$ cat src/rtl/sc_clkio_pkg.sv
package sc_clkio_pkg;

  localparam int CTL_W    = 8;
  localparam int BIT_STOP = 0;
  localparam int BIT_LVL  = 1;
  localparam int BIT_DIR  = 2;
  localparam int BIT_IO   = 3;

  typedef enum logic [1:0] {
    MODE_ASYNC  = 2'd0,
    MODE_BYPASS = 2'd1,
    MODE_SYNC   = 2'd2,
    MODE_RSVD   = 2'd3
  } sc_mode_e;

  typedef struct packed {
    logic io_val;
    logic dir_in;
    logic idle_lvl;
    logic stop;
  } sc_ctl_t;

  function automatic logic pin_owned(sc_mode_e m);
    return (m == MODE_BYPASS) || (m == MODE_SYNC);
  endfunction

endpackage

$ cat src/rtl/sc_clkio_regs.sv
module sc_clkio_regs
  import sc_clkio_pkg::*;
#(
  parameter int              ADDR_W   = 4,
  parameter logic [ADDR_W-1:0] REG_ADDR = 'hB
) (
  input  logic                clk,
  input  logic                rst_n,
  input  logic [ADDR_W-1:0]   bus_addr,
  input  logic                bus_wr,
  input  logic [CTL_W-1:0]    bus_wdata,
  input  logic                io_rd,
  output sc_ctl_t             ctl,
  output logic [CTL_W-1:0]    bus_rdata
);

  logic hit;
  logic unused_wdata_hi;

  assign hit             = (bus_addr == REG_ADDR);
  assign unused_wdata_hi = ^bus_wdata[CTL_W-1:BIT_IO+1];

  always_ff @(posedge clk or negedge rst_n) begin
    if (!rst_n) begin
      ctl <= '0;
    end else if (bus_wr && hit) begin
      ctl.stop     <= bus_wdata[BIT_STOP];
      ctl.idle_lvl <= bus_wdata[BIT_LVL];
      ctl.dir_in   <= bus_wdata[BIT_DIR];
      ctl.io_val   <= bus_wdata[BIT_IO];
    end
  end

  always_comb begin
    bus_rdata = '0;
    if (hit) begin
      bus_rdata[BIT_STOP] = ctl.stop;
      bus_rdata[BIT_LVL]  = ctl.idle_lvl;
      bus_rdata[BIT_DIR]  = ctl.dir_in;
      bus_rdata[BIT_IO]   = io_rd;
    end
  end

  AST_FOREIGN_WRITE_IGNORED: assert property (@(posedge clk) disable iff (!rst_n)
    (bus_wr && !hit) |=> $stable(ctl));
  AST_HIGH_BITS_ZERO: assert property (@(posedge clk) disable iff (!rst_n)
    bus_rdata[CTL_W-1:BIT_IO+1] == '0);

endmodule

$ cat src/rtl/sc_clkio_clkgate.sv
module sc_clkio_clkgate
  import sc_clkio_pkg::*;
(
  input  logic     clk,
  input  logic     rst_n,
  input  sc_mode_e mode,
  input  logic     clk_src,
  input  logic     stop,
  input  logic     idle_lvl,
  output logic     sclk_o,
  output logic     sclk_rise
);

  logic stopped_q;
  logic sclk_q;
  logic sclk_d;
  logic bypass;

  assign bypass = (mode == MODE_BYPASS);

  // The gate state moves only when the source already sits at the idle level.
  always_ff @(posedge clk or negedge rst_n) begin
    if (!rst_n) begin
      stopped_q <= 1'b0;
    end else if (clk_src == idle_lvl) begin
      stopped_q <= stop;
    end
  end

  always_ff @(posedge clk or negedge rst_n) begin
    if (!rst_n) begin
      sclk_q <= 1'b0;
      sclk_d <= 1'b0;
    end else begin
      sclk_d <= sclk_q;
      if (bypass || stopped_q) sclk_q <= idle_lvl;
      else                     sclk_q <= clk_src;
    end
  end

  assign sclk_o    = sclk_q;
  assign sclk_rise = sclk_q & ~sclk_d;

  AST_STOPPED_HOLDS_LVL: assert property (@(posedge clk) disable iff (!rst_n)
    (stopped_q && !bypass) |=> (sclk_o == $past(idle_lvl)));
  AST_GATE_AT_LEVEL: assert property (@(posedge clk) disable iff (!rst_n)
    (stopped_q != $past(stopped_q)) |-> ($past(clk_src) == $past(idle_lvl)));
  AST_BYPASS_DRIVES_LVL: assert property (@(posedge clk) disable iff (!rst_n)
    bypass |=> (sclk_o == $past(idle_lvl)));
  AST_SRC_LATENCY: assert property (@(posedge clk) disable iff (!rst_n)
    (!bypass && !stopped_q) |=> (sclk_o == $past(clk_src)));

endmodule

$ cat src/rtl/sc_clkio_iopath.sv
module sc_clkio_iopath
  import sc_clkio_pkg::*;
#(
  parameter int SYNC_STAGES = 2
) (
  input  logic     clk,
  input  logic     rst_n,
  input  sc_mode_e mode,
  input  logic     dir_in,
  input  logic     io_val,
  input  logic     sclk_rise,
  input  logic     sio_i,
  input  logic     auto_sio_o,
  input  logic     auto_sio_oe,
  output logic     sio_o,
  output logic     sio_oe,
  output logic     io_rd
);

  localparam int LAST = SYNC_STAGES - 1;

  logic [LAST:0] sync_q;
  logic          sio_s;
  logic          cap_q;
  logic          owned;

  generate
    if (SYNC_STAGES < 2) begin : g_bad
      initial $fatal(1, "SYNC_STAGES must be at least 2");
    end
  endgenerate

  always_ff @(posedge clk or negedge rst_n) begin
    if (!rst_n) sync_q <= '0;
    else        sync_q <= {sync_q[LAST-1:0], sio_i};
  end
  assign sio_s = sync_q[LAST];

  always_ff @(posedge clk or negedge rst_n) begin
    if (!rst_n)                             cap_q <= 1'b0;
    else if (mode == MODE_SYNC && sclk_rise) cap_q <= sio_s;
  end

  always_comb begin
    unique case (mode)
      MODE_BYPASS: io_rd = dir_in ? sio_s : io_val;
      MODE_SYNC:   io_rd = cap_q;
      default:     io_rd = io_val;
    endcase
  end

  assign owned  = pin_owned(mode);
  assign sio_oe = owned ? ~dir_in : auto_sio_oe;
  assign sio_o  = owned ? io_val  : auto_sio_o;

  AST_INPUT_NEVER_DRIVES: assert property (@(posedge clk) disable iff (!rst_n)
    (owned && dir_in) |-> !sio_oe);
  AST_SYNC_CAPTURE: assert property (@(posedge clk) disable iff (!rst_n)
    (mode == MODE_SYNC && sclk_rise) |=> (mode != MODE_SYNC || io_rd == $past(sio_s)));
  AST_ASYNC_PASSTHRU: assert property (@(posedge clk) disable iff (!rst_n)
    !owned |-> (sio_oe == auto_sio_oe && sio_o == auto_sio_o));

endmodule

$ cat src/rtl/sc_clkio_ctl.sv
module sc_clkio_ctl
  import sc_clkio_pkg::*;
#(
  parameter int                ADDR_W      = 4,
  parameter logic [ADDR_W-1:0] REG_ADDR    = 'hB,
  parameter int                SYNC_STAGES = 2
) (
  input  logic              clk,
  input  logic              rst_n,
  input  logic [1:0]        mode,
  input  logic              clk_src,
  input  logic [ADDR_W-1:0] bus_addr,
  input  logic              bus_wr,
  input  logic [7:0]        bus_wdata,
  output logic [7:0]        bus_rdata,
  output logic              sclk_o,
  input  logic              sio_i,
  output logic              sio_o,
  output logic              sio_oe,
  input  logic              auto_sio_o,
  input  logic              auto_sio_oe
);

  sc_mode_e mode_e;
  sc_ctl_t  ctl;
  logic     io_rd;
  logic     sclk_rise;

  assign mode_e = sc_mode_e'(mode);

  sc_clkio_regs #(.ADDR_W(ADDR_W), .REG_ADDR(REG_ADDR)) u_regs (
    .clk       (clk),
    .rst_n     (rst_n),
    .bus_addr  (bus_addr),
    .bus_wr    (bus_wr),
    .bus_wdata (bus_wdata),
    .io_rd     (io_rd),
    .ctl       (ctl),
    .bus_rdata (bus_rdata)
  );

  sc_clkio_clkgate u_clkgate (
    .clk       (clk),
    .rst_n     (rst_n),
    .mode      (mode_e),
    .clk_src   (clk_src),
    .stop      (ctl.stop),
    .idle_lvl  (ctl.idle_lvl),
    .sclk_o    (sclk_o),
    .sclk_rise (sclk_rise)
  );

  sc_clkio_iopath #(.SYNC_STAGES(SYNC_STAGES)) u_iopath (
    .clk         (clk),
    .rst_n       (rst_n),
    .mode        (mode_e),
    .dir_in      (ctl.dir_in),
    .io_val      (ctl.io_val),
    .sclk_rise   (sclk_rise),
    .sio_i       (sio_i),
    .auto_sio_o  (auto_sio_o),
    .auto_sio_oe (auto_sio_oe),
    .sio_o       (sio_o),
    .sio_oe      (sio_oe),
    .io_rd       (io_rd)
  );

  AST_RESET_QUIET: assert property (@(posedge clk)
    $rose(rst_n) |-> (bus_wr || bus_addr != REG_ADDR || bus_rdata[3:0] == 4'h0));

endmodule

$ cat config.mk
export PLATFORM = sky130hd
export DESIGN_NAME = sc_clkio_ctl
export DESIGN_NICKNAME = d
export VERILOG_FILES = /design/src/rtl/sc_clkio_pkg.sv /design/src/rtl/sc_clkio_regs.sv /design/src/rtl/sc_clkio_clkgate.sv /design/src/rtl/sc_clkio_iopath.sv /design/src/rtl/sc_clkio_ctl.sv
export SDC_FILE = /design/constraint.sdc
export NUM_CORES = 1
export LEC_CHECK = 0
export BUFFER_PORTS_ARGS = -buffer_cell sky130_fd_sc_hd__buf_4
export CAP_MARGIN = 20
export CORE_AREA = 10 10 47 49
export DETAILED_ROUTE_END_ITERATION = 8
export DIE_AREA = 0 0 57 59
export HOLD_SLACK_MARGIN = 0.15
export PLACE_DENSITY_LB_ADDON = 0.05
export SETUP_SLACK_MARGIN = 0.2
export SKIP_LAST_GASP = 1
export SYNTH_ARGS = -nofsm -noshare
export SYNTH_HDL_FRONTEND = slang
export SYNTH_SLANG_ARGS = --single-unit
$ cat constraint.sdc
create_clock -name clk -period 1.2 [get_ports clk]
set_clock_uncertainty 0.05 [all_clocks]
set_input_delay 0.06 -clock clk [delete_from_list [all_inputs] [get_ports clk]]
set_output_delay 0.06 -clock clk [all_outputs]
set_load 0.02 [all_outputs]
Yosys cells after proc, flatten, opt, wreduce, memory -nomap -nowiden
Cells that the tools add are included.
- output and inout bits: 11
- bits in registers: 10
- input bits: 21
- word-level logic and storage cells: 26
- reductions and logical operators: 4
- bitwise operators: 3
- equal/unequal tests: 4
- muxes and demuxes: 6
- operator list (kind ; count):
    $eq A4 B4 Y1 const B ; 1
    $mux W1 ; 4
    $mux W4 ; 1
    $eq A2 B1 Y1 const B ; 1
    $eq A2 B2 Y1 const B ; 1
    $logic_and A1 B1 Y1 ; 2
    $logic_or A1 B1 Y1 ; 2
    $not A1 Y1 ; 2
    $pmux W1 S2 ; 1
    $and A1 B1 Y1 ; 1
    $eq A1 B1 Y1 ; 1

Depth between registers and ports, before layout
- word-level depth: 3
- mapped depth: 5

Hierarchy
A second synthesis with hierarchy kept.
- cells, all modules: 47
- area total of the unflattened synthesis: 526.8 um^2
- modules (own cells, without submodules) (module ; times used ; sequential area each (um^2) ; cells an instance ; area each (um^2)):
    sc_clkio_regs ; 1 ; 100.1 ; 19 ; 231.5
    sc_clkio_iopath ; 1 ; 75.1 ; 19 ; 173.9
    sc_clkio_clkgate ; 1 ; 75.1 ; 9 ; 121.4

Least setup slack after synthesis
OpenSTA, ideal clock, no wires.
- kind: flip-flop to output port
- start: reg, netlist name u_regs.ctl[2]
- end: out bus_rdata[3]
- buffers on the path: 0
- cell stages (with the launch flop): 4
- setup slack: 40 ps
- data arrival time: 1050 ps
- data required time: 1090 ps
- cells stage by stage: dfrtp_1 mux2_2 a221oi_1 nor2_1
- longest elaborated chain between the ends: 3
- ends and longest elaborated chain (element ; line ; RTL):
    $mux W1 ; sc_clkio_iopath.sv:46 ; MODE_BYPASS: io_rd = dir_in ? sio_s : io_val;
    $pmux W1 S2 ; sc_clkio_iopath.sv:45 ; unique case (mode)
    $mux W4 ; sc_clkio_regs.sv:36 ; if (hit) begin
    to (decl) ; sc_clkio_ctl.sv:15 ; output logic [7:0] bus_rdata,
Every way passes these cells.

Final worst setup path
- start: reg, netlist name u_regs.ctl[2]
- end: out bus_rdata[3]
- longest elaborated chain between the ends: 3
- ends and longest elaborated chain (element ; line):
    $mux W1 ; sc_clkio_iopath.sv:46
    $pmux W1 S2 ; sc_clkio_iopath.sv:45
    $mux W4 ; sc_clkio_regs.sv:36
Every way passes these cells.

==> impl_metrics.toml <==
[placed_design]
dp_slack_ps = -28.2
place_congestion = 0.622
portBuffers = 23

[synthesis]
avgSynthCellArea_um2 = 11.9
ys_warn_count = 0
yosysSeqAreaShare_pct = 48.8
synth_cell_types = 14
synth_area_um2 = 513
synth.top_cell.area_share_pct = 48.8
yosys.area.top_type = "dfrtp_1"
synth_seq_cells = 10
netlist_top_cells_area = "dfrtp_1 (49%), mux2_2 (20%), buf_4 (5.9%), ha_1 (4.9%), and2_2 (4.4%)"
netlist_instances = 43

[drt]
route.detailed.drc = 0
drtAntennaViolNets = 0
vias_per_cell = 4.37
firstDrtPassIters = 1
vias = 433
wire_per_inst_um = 12.2
first_iter_violations = 0
wirelength_um = 1210

[timing]
fin_crit_sh_pct = 126
setup_ws_ps = -311
finalHoldViolations = 0
tns_ps = -723
fmax_ghz = 0.662
setup_viol = 4
fin_crit_ps = 1510
rsz0062_at_grt = "yes"
slew_violations = 0

[global_routing]
grt_max_degree = 11
antenna_found_initial = 0
grt.total_usage_pct = 7.35
overflow = 0
grt_pass1_vias = 474
grt_pass1_wl_um = 2080

[critical_path]
crit_fanout = 2
critPathKind = "reg -> out"
crit_path_end_kind = "primary output"
r2r_slack_ps = 40
arrival_ps = 1400
cp-start-kind = "register"
worst_ep_required_time_ps = 1090

[clocking]
cts_sinks = 10
h-tree-depth = 1
tritoncts = "yes"
clock_latency_ps = 250
cts-root-buf = "clkbuf_4"
cts_buffers = 3
cts_buffer_depth = 2
clk_pin_slew_worst_paths_ps = 60

[floorplan]
die_w_um = 57
start_util_pct = 36.6
dieArea_um2 = 3360
ios = 32
core_region_area_um2 = 1400
num_rows = 14
die_y_um = 59

[power]
p_sw_share_pct = 27.1
report.power.total_uw = 1280
clockPowerShare_pct = 22.3
seq_power_share_pct = 38.9
power.density_cell_area_nw_per_um2 = 1360
pwr-share-comb_pct = 38.8
p_int_uw = 935
netSwitchingPower_uw = 348
ir_drop_mv = 1.00
power_leakage_uw = 0.000480

[job]
drv_cap = 0

[finish]
final_cell_mix = "buf_4 (20), buf_6 (9), dfrtp_1 (9)"
diodes = 0
nNetsFinal = 107
drive_above_1_share_pct = 65.1
final_common_cell = "buf_4"
area_growth_pct = 83.9

[min_path]
hp-class = "in -> reg"

[run_status]
failed_checks = "negative setup slack"
status = "finished, violations left"
## critical path, stage by stage (launching register included)
cell and delay [ps]:
dfrtp_1 390, mux2_4 320, a221oi_4 260, nor2_2 50
buf_6 130
## cells in the mapped netlist (all sizes together)
master and n:
and2 3, nor2 3, o21ai 2, nand2 3, a221oi 1, buf 4
dfrtp 10, mux2 9, xor2 1, and4b 1, inv 3, ha 2
conb 1
## repair_timing
item,4_1_cts,5_1_grt
resized for setup,13,10
hold buffers,8,1
endpoints found under the hold margin,17,5
buffers inserted,3,1
pin swaps,3,3
endpoints found under the setup margin,9,10
## metal layers
metal	up-vias	GRT usage (%)	wire, µm
met1	192	8.11	512
li1	217	-	-
met4	0	3.02	4
met3	2	3.00	107
met2	22	12.2	581
met5	-	0	0
## stage by stage
step	cells	cell area (µm²)	hold slack (ps)	utilization, %
floorplan	46	534	-286	-
global placement	83	712	-158	50.8
detailed placement	83	712	-158	50.8
CTS	98	888	108	63.4
global route	99	943	116	67.3
finish	99	943	121	67.3
## layout make-up
cell class                 instances  area, µm²
fill                             113        458
tap                               16       20.0
inverter                           3       11.3
clock buffer                       4       36.3
timing repair buffer              37        332
multi-input combinational         29        293
sequential                        10        251
## power groups by stage
stage / clock, µW / sequential, µW / combinational [µW]
floorplan: 0 / 495 / 183
global placement: 0 / 489 / 317
global route: 319 / 511 / 541
CTS: 300 / 487 / 424
detailed placement: 0 / 490 / 318
finish: 286 / 499 / 498
## path summary, 6_finish.rpt
path / from / to / cells after the start
max: u_regs.ctl[2]$_DFFE_PN0P_ / bus_rdata[3] / 4
min: bus_wr / u_regs.ctl[0]$_DFFE_PN0P_ / 3
max reg2reg: u_regs.ctl[2]$_DFFE_PN0P_ / u_regs.ctl[2]$_DFFE_PN0P_ / 4
min reg2reg: u_iopath.sync_q[0]$_DFF_PN0_ / u_iopath.sync_q[1]$_DFF_PN0_ / 0
max in group asynchronous: rst_n / u_clkgate.sclk_o$_DFF_PN0_ / 3
min in group asynchronous: rst_n / u_iopath.sync_q[0]$_DFF_PN0_ / 3
## state kept, by name, summed over array words and instances, names as in the netlist
register,cells
u_clkgate.sclk_o,1
u_clkgate.stopped_q,1
u_regs.ctl,4
u_iopath.cap_q,1
u_iopath.sync_q,2
u_clkgate.sclk_d,1
## logic make-up (layout without fill, tap and decap cells)
family / after synthesis / in the layout / synth area share (%)
flip-flops: 10 / 10 / 48.8
AND/OR/NAND/NOR: 10 / 10 / 12.4
multiplexers: 9 / 9 / 19.8
buffers and inverters: 7 / 44 / 8.05
AO/OA/AOI/OAI: 3 / 3 / 3.66
adder cells (fa/ha/maj): 2 / 2 / 4.88
other: 1 / 4 / 0.731
XOR/XNOR: 1 / 1 / 1.71
Power figures use the tool's default switching activity.
